`config.mk`:
```
export PLATFORM = sky130hd
export DESIGN_NAME = condsum_adder
export DESIGN_NICKNAME = d
export VERILOG_FILES = /design/src/rtl/condsum_pkg.sv /design/src/rtl/csa_leaf.sv /design/src/rtl/csa_merge.sv /design/src/rtl/condsum_adder.sv
export SDC_FILE = /design/constraint.sdc
export NUM_CORES = 2
export LEC_CHECK = 0
export ABC_AREA = 1
export BUFFER_PORTS_ARGS = -buffer_cell sky130_fd_sc_hd__buf_2
export CELL_PAD_IN_SITES_DETAIL_PLACEMENT = 1
export CELL_PAD_IN_SITES_GLOBAL_PLACEMENT = 2
export CORE_MARGIN = 2
export CORE_UTILIZATION = 45
export CTS_BUF_LIST = sky130_fd_sc_hd__clkbuf_4 sky130_fd_sc_hd__clkbuf_8
export CTS_CLUSTER_DIAMETER = 150
export CTS_CLUSTER_SIZE = 40
export DETAILED_ROUTE_END_ITERATION = 10
export MAX_ROUTING_LAYER = met4
export PLACE_DENSITY = 0.92
export RECOVER_POWER = 100
export SYNTH_ARGS = -nofsm -noshare
export SYNTH_HDL_FRONTEND = slang
export SYNTH_SLANG_ARGS = --single-unit
```
`constraint.sdc`:
```
create_clock -name clk -period 349.6 [get_ports clk]
set_clock_uncertainty 0.1 [all_clocks]
set_input_delay 104.88 -clock clk [delete_from_list [all_inputs] [get_ports clk]]
set_output_delay 104.88 -clock clk [all_outputs]
set_load 0.01 [all_outputs]
```
`src/rtl/condsum_pkg.sv`:
```
package condsum_pkg;

  // True when a register bank follows merge level m, given the number of
  // levels and the number of banks; spreads the banks evenly over the levels.
  function automatic bit cut_after(int m, int levels, int banks);
    return ((m + 1) * banks / levels) != (m * banks / levels);
  endfunction

endpackage

```
`src/rtl/csa_leaf.sv`:
```
// Level 0: per-bit candidates under both carry assumptions.
module csa_leaf #(
  parameter int W = 256
) (
  input  logic [W-1:0] a,
  input  logic [W-1:0] b,
  output logic [W-1:0] s0,
  output logic [W-1:0] s1,
  output logic [W-1:0] c0,
  output logic [W-1:0] c1
);
  assign s0 = a ^ b;
  assign s1 = ~(a ^ b);
  assign c0 = a & b;
  assign c1 = a | b;
endmodule

```
`src/rtl/csa_merge.sv`:
```
// One merge level: NB blocks of W/NB bits become NB/2 blocks.
module csa_merge #(
  parameter int W  = 256,
  parameter int NB = 256
) (
  input  logic [W-1:0]    s0_i,
  input  logic [W-1:0]    s1_i,
  input  logic [NB-1:0]   c0_i,
  input  logic [NB-1:0]   c1_i,
  output logic [W-1:0]    s0_o,
  output logic [W-1:0]    s1_o,
  output logic [NB/2-1:0] c0_o,
  output logic [NB/2-1:0] c1_o
);
  localparam int BS  = W / NB;
  localparam int NBO = NB / 2;

  for (genvar p = 0; p < NBO; p++) begin : g_pair
    localparam int LO = 2 * p * BS;
    localparam int HI = LO + BS;
    logic k0, k1;
    assign k0 = c0_i[2*p];
    assign k1 = c1_i[2*p];
    // lower half passes through
    assign s0_o[HI-1:LO] = s0_i[HI-1:LO];
    assign s1_o[HI-1:LO] = s1_i[HI-1:LO];
    // upper half picked by the lower half's carry for each assumption
    assign s0_o[HI+BS-1:HI] = k0 ? s1_i[HI+BS-1:HI] : s0_i[HI+BS-1:HI];
    assign s1_o[HI+BS-1:HI] = k1 ? s1_i[HI+BS-1:HI] : s0_i[HI+BS-1:HI];
    assign c0_o[p] = k0 ? c1_i[2*p+1] : c0_i[2*p+1];
    assign c1_o[p] = k1 ? c1_i[2*p+1] : c0_i[2*p+1];
  end
endmodule

```
`src/rtl/condsum_adder.sv`:
```
module condsum_adder #(
  parameter int W      = 256,
  parameter int STAGES = 5
) (
  input  logic         clk,
  input  logic         rst_n,
  input  logic         in_valid,
  output logic         in_ready,
  input  logic [W-1:0] in_a,
  input  logic [W-1:0] in_b,
  input  logic         in_cin,
  output logic         out_valid,
  input  logic         out_ready,
  output logic [W-1:0] out_sum,
  output logic         out_cout
);
  localparam int LOGW   = $clog2(W);
  localparam int LEVELS = LOGW + 1;
  localparam int NSTG   = (STAGES > LEVELS) ? LEVELS : STAGES;

  // whole pipeline advances when the output slot is free or being taken
  assign in_ready = !out_valid || out_ready;

  for (genvar m = 0; m < LEVELS; m++) begin : g_lvl
    localparam int NB  = W >> m;
    localparam bit CUT = condsum_pkg::cut_after(m, LEVELS, NSTG);

    logic [W-1:0]  d_s0, d_s1, q_s0, q_s1;
    logic [NB-1:0] d_c0, d_c1, q_c0, q_c1;
    logic          d_ci, q_ci, d_v, q_v;

    if (m == 0) begin : g_src
      csa_leaf #(.W(W)) u_leaf (
        .a(in_a), .b(in_b),
        .s0(d_s0), .s1(d_s1), .c0(d_c0), .c1(d_c1)
      );
      assign d_ci = in_cin;
      assign d_v  = in_valid;
    end else begin : g_mrg
      csa_merge #(.W(W), .NB(2*NB)) u_merge (
        .s0_i(g_lvl[m-1].q_s0), .s1_i(g_lvl[m-1].q_s1),
        .c0_i(g_lvl[m-1].q_c0), .c1_i(g_lvl[m-1].q_c1),
        .s0_o(d_s0), .s1_o(d_s1), .c0_o(d_c0), .c1_o(d_c1)
      );
      assign d_ci = g_lvl[m-1].q_ci;
      assign d_v  = g_lvl[m-1].q_v;
    end

    if (CUT) begin : g_reg
      always_ff @(posedge clk) begin
        if (!rst_n) begin
          q_v <= 1'b0;
        end else if (in_ready) begin
          q_v <= d_v;
        end
      end
      always_ff @(posedge clk) begin
        if (in_ready) begin
          q_s0 <= d_s0;
          q_s1 <= d_s1;
          q_c0 <= d_c0;
          q_c1 <= d_c1;
          q_ci <= d_ci;
        end
      end
    end else begin : g_wire
      assign q_s0 = d_s0;
      assign q_s1 = d_s1;
      assign q_c0 = d_c0;
      assign q_c1 = d_c1;
      assign q_ci = d_ci;
      assign q_v  = d_v;
    end
  end

  // final choice by the real carry-in
  assign out_valid = g_lvl[LEVELS-1].q_v;
  assign out_sum   = g_lvl[LEVELS-1].q_ci ? g_lvl[LEVELS-1].q_s1 : g_lvl[LEVELS-1].q_s0;
  assign out_cout  = g_lvl[LEVELS-1].q_ci ? g_lvl[LEVELS-1].q_c1[0] : g_lvl[LEVELS-1].q_c0[0];
endmodule

```
# After elaboration in Yosys (flattened, before gate mapping)
# Index checks and enable logic that the tools add are counted.
[word_totals]
register_bits = 2912
in_bits = 517
output_inout_bits = 259
elab_cells = 1058
[op_classes]
mux = 1022
n_bitwise = 4
n_reduce_logical = 2
[ops]
columns = ["cell", "n"]
rows = [
  ["two-way mux 1 bit", 767],
  ["bitwise AND 256 bit", 1],
  ["two-way mux 128 bit", 2],
  ["two-way mux 16 bit", 16],
  ["two-way mux 2 bit", 128],
  ["two-way mux 256 bit", 1],
  ["two-way mux 32 bit", 8],
  ["two-way mux 4 bit", 64],
  ["two-way mux 64 bit", 4],
  ["two-way mux 8 bit", 32],
  ["inverter 256 bit", 1],
  ["OR 256 bit", 1],
  ["bitwise XOR 256 bit", 1],
  ["logical NOT 1 bit", 1],
  ["logical OR 1 bit", 1],
]

# Longest topological paths before layout
[depth]
ltp_word = 3
ltp_mapped = 7
mapped_depth_nobuf = 5

# By module
# Synthesis repeated with hierarchy kept, for this count alone.
[unflattened]
hier_cells = 15781
hier_area_um2 = 150808.4
[modules_own_cells]
columns = ["mod", "n_inst", "cells_each", "area_each_um2", "seq_area_each_um2"]
rows = [
  ["condsum_adder", 1, 3765, 91230.0, 87393.8],
  ["csa_leaf", 1, 1536, 10249.8, 0.0],
  ["csa_merge (g_lvl[1].g_mrg.u_merge)", 1, 2048, 8648.3, 0.0],
  ["csa_merge (g_lvl[2].g_mrg.u_merge)", 1, 1536, 6726.5, 0.0],
  ["csa_merge (g_lvl[6].g_mrg.u_merge)", 1, 1112, 6348.6, 0.0],
  ["csa_merge (g_lvl[3].g_mrg.u_merge)", 1, 1280, 5765.5, 0.0],
  ["csa_merge (g_lvl[5].g_mrg.u_merge)", 1, 1136, 5665.4, 0.0],
  ["csa_merge (g_lvl[4].g_mrg.u_merge)", 1, 1184, 5645.4, 0.0],
  ["csa_merge (g_lvl[7].g_mrg.u_merge)", 1, 1096, 5360.1, 0.0],
  ["csa_merge (g_lvl[8].g_mrg.u_merge)", 1, 1088, 5168.7, 0.0],
]

# Least setup slack after synthesis
# OpenSTA, ideal clock, no wires.
[synth_path]
path_kind = "input-to-output"
start = "input port out_ready"
end = "output port in_ready"
arrival_time_ns = 167.261
required_time_ns = 244.620
setup_slack_ns = 77.359
stages = 2
n_path_buf = 0
path_cell_list = "inv_1 > nand2_1"
[synth_via]
elab_chain_cells = 1
[synth_rtl]
columns = ["element", "line", "source"]
rows = [
  ["start, declared", "condsum_adder.sv:13", "input logic out_ready,"],
  ["logical OR 1 bit", "condsum_adder.sv:22", "assign in_ready = !out_valid || out_ready;"],
  ["end, declared", "condsum_adder.sv:8", "output logic in_ready,"],
]
# Every way passes these cells.

# Final worst setup path
# Same ends and word-level chain as after synthesis.

==> key figures <==
Outcome
  – Status: complete, but fails checks
  – Violated checks: max-capacitance violations, max-slew violations

Yosys
  – Yosys reg bits: 2,912
  – Cell variety after synth: 19
  – Synth Net Count: 13,280
  – Cells after Synth: 12,250
  – Post-synth top area cell: edfxtp_1
  – Synth Warn #: 0
  – Mapped cell area: 0.1304 mm²
  – Mean post-synth cell area: 10.64 µm²
  – Largest cells by area after synthesis: edfxtp_1, nand2_1, ha_1
  – Post-synth EDFFs: 2,907
  – Post-synth top area share: 66.93%
  – Most used DFF post-synth: edfxtp_1
  – Register area share after synthesis: 67.01%
  – Count leader, synth: nand2_1
  – Async S/R FF share, synth: 0%
  – Post-synth top cells: nand2_1, edfxtp_1, inv_1

Clock network
  – # Post-CTS Setup Buffers: 0
  – CTS Buffer Depth: 3
  – Clock sinks: 2,912
  – CTS hold repair buffers: 0
  – CTS tree: yes
  – Post-cts resize count: 0
  – Root Driver: clkbuf_8
  – CTS buffer count: 83
  – Clock transition at path regs: 0.22 ns
  – Clk Latency, worst-skew pair: 1.00 ns
  – H-tree levels: 3

Worst hold path
  – Hold crit path type: register to register
  – HP Start: g_lvl[3].q_s0[198]
  – Worst hold stages: 0

Floorplan
  – Die Height: 542.4 µm
  – Die Span X: 542.4 µm
  – Ports: 776
  – Core ar.: 0.2881 mm²
  – Die area: 0.2941 mm²
  – Placement Rows: 197
  – Initial Util: 45.26%

STA
  – Slew headroom: -569.4%
  – Final setup vio count: 0
  – RSZ-0062 raised after global routing: false
  – Post-route clock period utilization: 60.54%
  – Hold Slack: 0.2967 ns
  – Least-Margin Pin Slew: 10.04 ns
  – Setup TNS: 0 ns
  – Fmax: 0.004725 GHz
  – Final Max Slew Viols: 4,530
  – Final Hold Fails: 0
  – Tmin final: 211.64 ns

Critical path
  – Reg-to-reg critical path startpoint: out_valid
  – WS Path Type: input pin to output pin
  – Crit path DAT: 106.66 ns
  – Critical path fanouts, max: 10
  – R2r setup slk: 323.00 ns
  – Crit path launch: out_ready
  – Crit start category: input pin
  – Critical Path RT: 244.62 ns
  – Cell depth of the worst flop-to-flop path: 10
  – Crit path capture type: output pin

Routing
  – Drt via density: 5.035
  – Routed wire length: 309.8 mm
  – 1st-pass router iterations: 7
  – Routed via count: 84,300
  – DR WL/cell: 18.50 µm
  – Post-route DRC: 0
  – DRT antenna net count: 0
  – DRT iter0 DRCs: 5,516

Pwr
  – Static leakage: 0.06235 µW
  – Worst IR drop on VDD: 0.006516 mV
  – Power Dens Cells: 6.421 mW/mm²

Job
  – Max Cap Viol: 57

Place
  – IO buf count: 775
  – Placed Instance Area: 0.1378 mm²
  – HPWL after DPL: 227.2 mm
  – Placed Cells: 16,580
  – GPL Wtd Cong: 0.8465

Finish
  – Fraction of layout cells with a size suffix above 1: 3.132%
  – Reg area: 0.08739 mm²
  – Area of the multi-input gates: 0.03562 mm²
  – Synthesis-to-layout area growth: 6.085%
  – Post-Layout Inst Area: 0.1384 mm²
  – Non-Filler Instances: 16,740
  – Filler Cells Inserted: 31,970
  – Post-layout nets: 13,910
  – Final core utilization: 48.02%

GRT
  – Initial antenna violation count: 66
  – Via count of the first global-routing pass: 89,650
  – Global-route wire length before repair: 479.6 mm
  – Pin count of the biggest net entering global routing: 194
  – Total Routing Usage GR: 21.31%
  – GRT Residual Overflow: 0
worst max-delay path: stages:
cell      delay [ns]
clkbuf_1        0.10
inv_1           0.10
nand2_1         0.86
clkbuf_1        0.67
final timing paths:
check,endpoint
worst max register to register,g_lvl[3].q_s1[210]
worst min-delay path,g_lvl[5].q_s0[198]
worst min register to register,g_lvl[5].q_s0[198]
worst max-delay path,in_ready
flip-flops by register name (all words and copies together) (netlist names):
signal      count
g_lvl.q_s0   1280
g_lvl.q_c1    171
g_lvl.q_ci      5
g_lvl.q_c0    171
out_valid       1
g_lvl.q_s1   1280
g_lvl.q_v       4
cell families after synthesis:
| family | Yosys count | share of synthesized area, % |
|---|---|---|
| XOR/XNOR | 256 | 1.719 |
| AO/OA/AOI/OAI | 1156 | 4.438 |
| adder cells (fa/ha/maj) | 512 | 4.912 |
| buffers and inverters | 1781 | 5.695 |
| flip-flops | 2912 | 67.01 |
| AND/OR/NAND/NOR | 5637 | 16.23 |
layout make-up:
cell class,instances,area share [%]
flip-flops and latches,2912,63.16
inverters,1476,4.004
well taps,3781,3.419
clock buffers,95,0.9043
multi-input cells,7561,25.75
diodes,62,0.1121
repair buffers,848,2.585
clock inverters,8,0.06421
cell usage in the layout (no fill, tap or decap), types with 2 or more instances in the layout:
cell        synthesis  layout
nand3_1             4       4
clkinvlp_4          0       2
o21ai_1             3       2
clkinv_1           16      18
nand2_2             0       8
clkbuf_4            0       9
nor2_1            137     137
edfxtp_1         2907    2907
xnor2_1           128     128
inv_8               0       4
inv_2               2       2
clkbuf_1           85     557
nand2_1          5496    5488
clkbuf_8            0      86
buf_2              95     279
buf_4              84      12
diode_2             0      62
ha_1              512     512
inv_1            1458    1456
dfxtp_1             5       5
xor2_1            128     128
a21oi_1           128     128
o21ai_0          1024    1025
per-layer routing:
| layer | part of all wire [%] | up-vias | track usage [%] | wire length [µm] |
|---|---|---|---|---|
| met5 | 0 | - | - | 0 |
| li1 | - | 40740 | - | - |
| met2 | 52 | 1471 | 37.66 | 160100 |
| met3 | 4.1 | 387 | 2.427 | 12800 |
| met1 | 40 | 41700 | 24.45 | 123300 |
| met4 | 4.4 | 0 | 9.120 | 13520 |
per-stage QoR:
stage          setup WS [ns]  power [µW]
2_1_floorplan          77.36       701.0
3_3_place_gp          138.75       755.4
3_5_place_dp          138.73       781.4
4_1_cts               138.73       897.6
5_1_grt               137.91       943.3
6_report              137.96       888.4
report_power, final:
part | switching [µW] | total [µW] | leakage, µW | internal (µW)
combinational | 155 | 217 | 0.0297 | 62.3
sequential | 41.1 | 552 | 0.0320 | 510
clock | 95.5 | 120 | 0.000699 | 24.0
total | 291 | 888 | 0.0623 | 597
(Power assumes the default switching activity.)
